$ cat config.mk
export PLATFORM = sky130hd
export DESIGN_NAME = isa_wide_read_bridge
export DESIGN_NICKNAME = d
export VERILOG_FILES = /design/src/rtl/isa_bridge_pkg.sv /design/src/rtl/isa_read_sequencer.sv /design/src/rtl/isa_word_latch.sv /design/src/rtl/host_read_mux.sv /design/src/rtl/isa_wide_read_bridge.sv
export SDC_FILE = /design/constraint.sdc
export NUM_CORES = 1
export LEC_CHECK = 0
export ABC_CLOCK_PERIOD_IN_PS = 2500
export BUFFER_PORTS_ARGS = -buffer_cell sky130_fd_sc_hd__buf_2
export CAP_MARGIN = 40
export CORE_ASPECT_RATIO = 1.4
export CORE_MARGIN = 10
export CORE_UTILIZATION = 28
export CTS_CLUSTER_DIAMETER = 100
export DETAILED_ROUTE_END_ITERATION = 12
export PLACE_DENSITY = 0.54
export SYNTH_ARGS = -nofsm -noshare
export SYNTH_HDL_FRONTEND = slang
export SYNTH_HIERARCHICAL = 1
export SYNTH_SLANG_ARGS = --single-unit
export TNS_END_PERCENT = 30
$ cat constraint.sdc
create_clock -name clk -period 2.5 [get_ports clk]
set_clock_uncertainty 0.15 [all_clocks]
set_input_delay 0.375 -clock clk [delete_from_list [all_inputs] [get_ports clk]]
set_output_delay 0.375 -clock clk [all_outputs]
set_load 0.005 [all_outputs]
$ cat src/rtl/isa_bridge_pkg.sv
package isa_bridge_pkg;
  typedef enum logic [1:0] {
    SEQ_IDLE   = 2'd0,
    SEQ_STROBE = 2'd1,
    SEQ_DONE   = 2'd2
  } seq_state_t;
endpackage

$ cat src/rtl/isa_read_sequencer.sv
module isa_read_sequencer
  import isa_bridge_pkg::*;
#(
  parameter int HOLD_CYCLES = 2
) (
  input  logic clk,
  input  logic rst_n,
  input  logic start,
  output logic idle,
  output logic strobe_on,
  output logic capture,
  output logic done
);
  localparam int CNT_W = (HOLD_CYCLES < 2) ? 1 : $clog2(HOLD_CYCLES);
  localparam logic [CNT_W-1:0] LAST = CNT_W'(HOLD_CYCLES - 1);

  seq_state_t state_q;
  logic [CNT_W-1:0] cnt_q;

  always_ff @(posedge clk) begin
    if (!rst_n) begin
      state_q <= SEQ_IDLE;
      cnt_q   <= '0;
    end else begin
      unique case (state_q)
        SEQ_IDLE: if (start) begin
          state_q <= SEQ_STROBE;
          cnt_q   <= '0;
        end
        SEQ_STROBE: begin
          if (cnt_q == LAST) state_q <= SEQ_DONE;
          else               cnt_q   <= cnt_q + 1'b1;
        end
        SEQ_DONE: state_q <= SEQ_IDLE;
        default:  state_q <= SEQ_IDLE;
      endcase
    end
  end

  assign idle      = (state_q == SEQ_IDLE);
  assign strobe_on = (state_q == SEQ_STROBE);
  assign capture   = strobe_on && (cnt_q == LAST);
  assign done      = (state_q == SEQ_DONE);

  // a strobe run always ends in the completion state
  assert_strobe_to_done_R3: assert property (@(posedge clk) disable iff (!rst_n)
    capture |=> done);
endmodule

$ cat src/rtl/isa_word_latch.sv
module isa_word_latch #(
  parameter int WORD_W = 16
) (
  input  logic                clk,
  input  logic                rst_n,
  input  logic                load,
  input  logic [WORD_W-1:0]   word_in,
  output logic [WORD_W/2-1:0] lo_q,
  output logic [WORD_W/2-1:0] hi_q
);
  localparam int HALF = WORD_W / 2;

  always_ff @(posedge clk) begin
    if (!rst_n) begin
      lo_q <= '0;
      hi_q <= '0;
    end else if (load) begin
      lo_q <= word_in[HALF-1:0];
      hi_q <= word_in[WORD_W-1:HALF];
    end
  end

  // the held byte moves only on a capture
  assert_hold_stable_R8: assert property (@(posedge clk) disable iff (!rst_n)
    !load |=> $stable(hi_q));
endmodule

$ cat src/rtl/host_read_mux.sv
module host_read_mux #(
  parameter int BYTE_W = 8
) (
  input  logic              sel_hi,
  input  logic              sel_done,
  input  logic [BYTE_W-1:0] held_hi,
  input  logic [BYTE_W-1:0] held_lo,
  input  logic [BYTE_W-1:0] bus_lo,
  output logic [BYTE_W-1:0] rdata
);
  always_comb begin
    if (sel_hi)        rdata = held_hi;
    else if (sel_done) rdata = held_lo;
    else               rdata = bus_lo;
  end
endmodule

$ cat src/rtl/isa_wide_read_bridge.sv
module isa_wide_read_bridge #(
  parameter int ISA_W       = 16,
  parameter int HOLD_CYCLES = 2
) (
  input  logic               clk,
  input  logic               rst_n,
  input  logic               wide_mode,
  input  logic               host_sel,
  input  logic               host_we,
  input  logic               host_hi,
  input  logic [ISA_W/2-1:0] host_wdata,
  output logic [ISA_W/2-1:0] host_rdata,
  output logic               host_rdy,
  output logic               isa_ior_n,
  output logic               isa_iow_n,
  input  logic [ISA_W-1:0]   isa_rdata,
  output logic [ISA_W/2-1:0] isa_wdata
);
  localparam int HOST_W = ISA_W / 2;
  localparam int MON_W  = $clog2(HOLD_CYCLES + 2);

  logic seq_idle, strobe_on, capture, seq_done;
  logic start_wide, plain_rd, plain_wr;
  logic [HOST_W-1:0] held_lo, held_hi;

  assign start_wide = seq_idle && host_sel && !host_we && !host_hi && wide_mode;
  assign plain_rd   = seq_idle && host_sel && !host_we && !host_hi && !wide_mode;
  assign plain_wr   = seq_idle && host_sel && host_we && !host_hi;

  isa_read_sequencer #(.HOLD_CYCLES(HOLD_CYCLES)) u_seq (
    .clk(clk), .rst_n(rst_n), .start(start_wide),
    .idle(seq_idle), .strobe_on(strobe_on), .capture(capture), .done(seq_done)
  );

  isa_word_latch #(.WORD_W(ISA_W)) u_latch (
    .clk(clk), .rst_n(rst_n), .load(capture), .word_in(isa_rdata),
    .lo_q(held_lo), .hi_q(held_hi)
  );

  host_read_mux #(.BYTE_W(HOST_W)) u_mux (
    .sel_hi(host_hi), .sel_done(seq_done), .held_hi(held_hi),
    .held_lo(held_lo), .bus_lo(isa_rdata[HOST_W-1:0]), .rdata(host_rdata)
  );

  assign host_rdy  = !(start_wide || strobe_on);
  assign isa_ior_n = !(strobe_on || plain_rd);
  assign isa_iow_n = !plain_wr;
  assign isa_wdata = host_wdata;

  // Checker state: length of the strobe run inside a stall
  logic [MON_W-1:0] stall_strb_cnt;
  always_ff @(posedge clk) begin
    if (!rst_n) stall_strb_cnt <= '0;
    else if (!isa_ior_n && !host_rdy) stall_strb_cnt <= stall_strb_cnt + 1'b1;
    else stall_strb_cnt <= '0;
  end

  assert_strobe_len_R3: assert property (@(posedge clk) disable iff (!rst_n)
    $rose(host_rdy) |-> (stall_strb_cnt == MON_W'(HOLD_CYCLES)));
  assert_low_byte_R4: assert property (@(posedge clk) disable iff (!rst_n)
    ($rose(host_rdy) && host_sel && !host_hi) |->
      (host_rdata == $past(isa_rdata[HOST_W-1:0])));
  assert_hi_no_cycle_R5: assert property (@(posedge clk) disable iff (!rst_n)
    (host_sel && host_hi) |-> (isa_ior_n && isa_iow_n && host_rdy));
  assert_plain_read_R6: assert property (@(posedge clk) disable iff (!rst_n)
    (host_sel && !host_we && !host_hi && !wide_mode) |-> (!isa_ior_n && host_rdy));
  assert_write_nostall_R7: assert property (@(posedge clk) disable iff (!rst_n)
    (host_sel && host_we) |-> (host_rdy && isa_ior_n));
  assert_strobe_excl_R10: assert property (@(posedge clk) disable iff (!rst_n)
    !(!isa_ior_n && !isa_iow_n));
endmodule

==> qor.csv <==
metric;value;unit
Setup crit start;u_seq/state_q[1];
Diodes inserted;0;
Final min period;2000;ps
Syn Area/Cell;9.75;µm²
worst hold path class;input port to flip-flop;
Placeable Area;3610;µm²
Crit Reg-Reg Startpoint;u_seq/state_q[0];
RR Endpoint;u_latch/hi_q[5];
residual DRC count;0;
setup violators final;0;
reg2reg setup slack;920;ps
initial antenna violation count;0;
drt wl/cell;13.2;µm
Clock transition at path regs;70;ps
power per cell area;487;nW/µm²
CTS tree;done;
chip width;71.3;µm
maximum fanout along the worst path;8;
routability congestion estimate;0.608;
DRT Pass-1 Iters;4;
startpoint types;flip-flop;
via count;780;
Pins Over Slew Limit;0;
outcome;finished, final reports clean;
Inserted Clock Buffers;3;
CP endpoint;host_rdata[1];
fin crit share;80.1;%
dpl hpwl;1710;µm
clock sinks;19;
syn nets;136;
Rows;26;
hold slack;234;ps
P_leak;0.425;nW
Fillers;377;
peak supply drop;267;µV
nets;161;
EDFF count, synth;0;
PostCTS Resize Cnt;0;
R2R depth;5;
Synth area leader;dfxtp_1;
Worst EP arrival;1480;ps
largest net degree at the start of global routing;21;
Worst-Margin Slew;313;ps
number of DRC markers in iteration 0;27;
CP endpoint kind;output pin;
Post-CTS Setup Inserts;0;
I/O pin cnt;49;
Tot GR Track Use;7.54;%
Final Hold Fails;0;
Detail Route Antenna Nets;0;
PortBufs;32;
cell count after synthesis;106;
#FFs+latches synth;19;
Placement Setup Slack;746;ps
placed insts;168;
first-pass GRT wire length;4100;µm
layout cells sized above 1;30.0;%
Vias/cell;4.53;
RSZ-0062 raised after global routing;no;
top cell type's share of synthesized area;36.8;%
share of flip-flops with an asynchronous set or reset;0;%
Setup Crit Path Kind;flip-flop to output pin;
setup ws final;498;ps
fmax;500;MHz
CTS root buf;clkbuf_8;
Die H;91.9;µm
cts hold-fix bufs;0;
warnings from Yosys;6;
Syn Std Cell Area;1030;µm²
vias in the first global route;877;
Max clock buf depth;2;
area delta synth->final;14.3;%
Clock Latency Late Sink;250;ps
H-tree level count;1;
Initial Util;28.6;%
Yosys cell types;21;
final wirelength;2280;µm
Post-synth top flop;dfxtp_1;
sequential share of the synthesized area;36.8;%
top cells by count, synth;mux2i_1, dfxtp_1, nor2b_1, nand2_1;
count leader, synth;mux2i_1;
total gr overflow;0;
Max-slew headroom;79.2;%
Post-Layout Cell Count;172;
setup_tns;0;ps
WP data required;1980;ps
Synth area leaders;dfxtp_1, mux2i_1, nor2b_1, buf_4, o21ai_1;
die area;6560;µm²
max cap viols;0;
## registers in the layout, indices dropped and copies added (netlist names)
| name | cells |
|---|---|
| u_seq/state_q | 2 |
| u_seq/cnt_q | 1 |
| u_latch/lo_q | 8 |
| u_latch/hi_q | 8 |
## cell usage in the layout, fill, tap and decap left out, types with 2 or more instances in the layout
master    instances
nand2_1           9
a21oi_1           3
nor2b_1          17
mux2i_1          24
o21ai_1           8
nand2b_1          2
dfxtp_1          19
clkbuf_8          3
buf_2            32
and2_1            2
## cell families after synthesis
family / Yosys count / share of synthesized area, %
simple gates: 37 / 22.0
compound gates: 12 / 6.17
flops: 19 / 36.8
mux: 24 / 23.2
buf+inv: 14 / 11.7
## power breakdown
group	total (mW)	internal (mW)	switching, mW
combinational	0.0591	0.0316	0.0275
sequential	0.306	0.304	0.00155
clock	0.210	0.113	0.0974
## worst max-delay path, stage by stage, from the launching register on
cell	delay, ps
dfxtp_1	440
and2b_2	350
mux2i_1	220
o21ai_1	80
buf_2	140
## layer usage
metal,vias to the layer above,GRT usage [%],wire [µm]
met4,0,3.07,17
li1,396,-,-
met3,2,3.24,164
met2,23,12.4,1170
met1,359,8.23,927
met5,-,0,0
## cell type report
class                      instances  area (µm²)  area share (%)
inverter                           1        3.75           0.318
tap                               42        52.6            4.45
timing repair buffer              33         168            14.2
clock buffer                       4        45.0            3.81
multi-input combinational         73         532            45.0
sequential                        19         380            32.2
## per-stage QoR
stage | instance area [µm²] | utilization [%] | power (mW)
after floorplan | 1030 | - | 0.350
after global placement | 1140 | 31.5 | 0.373
after detailed placement | 1140 | 31.5 | 0.373
after CTS | 1180 | 32.7 | 0.590
after global routing | 1180 | 32.7 | 0.606
final | 1180 | 32.7 | 0.576
## worst min path at each step
stage	start	end	slack, ps	cells after the start
after global routing	isa_rdata[9]	u_latch/hi_q[1]	240	3
after floorplan	u_seq/cnt_q	u_seq/cnt_q	290	2
after CTS	isa_rdata[9]	u_latch/hi_q[1]	220	3
final	isa_rdata[11]	u_latch/hi_q[3]	230	3
after global placement	u_seq/cnt_q	u_seq/cnt_q	300	2
after detailed placement	u_seq/cnt_q	u_seq/cnt_q	310	2
Power figures use the tool's default switching activity.
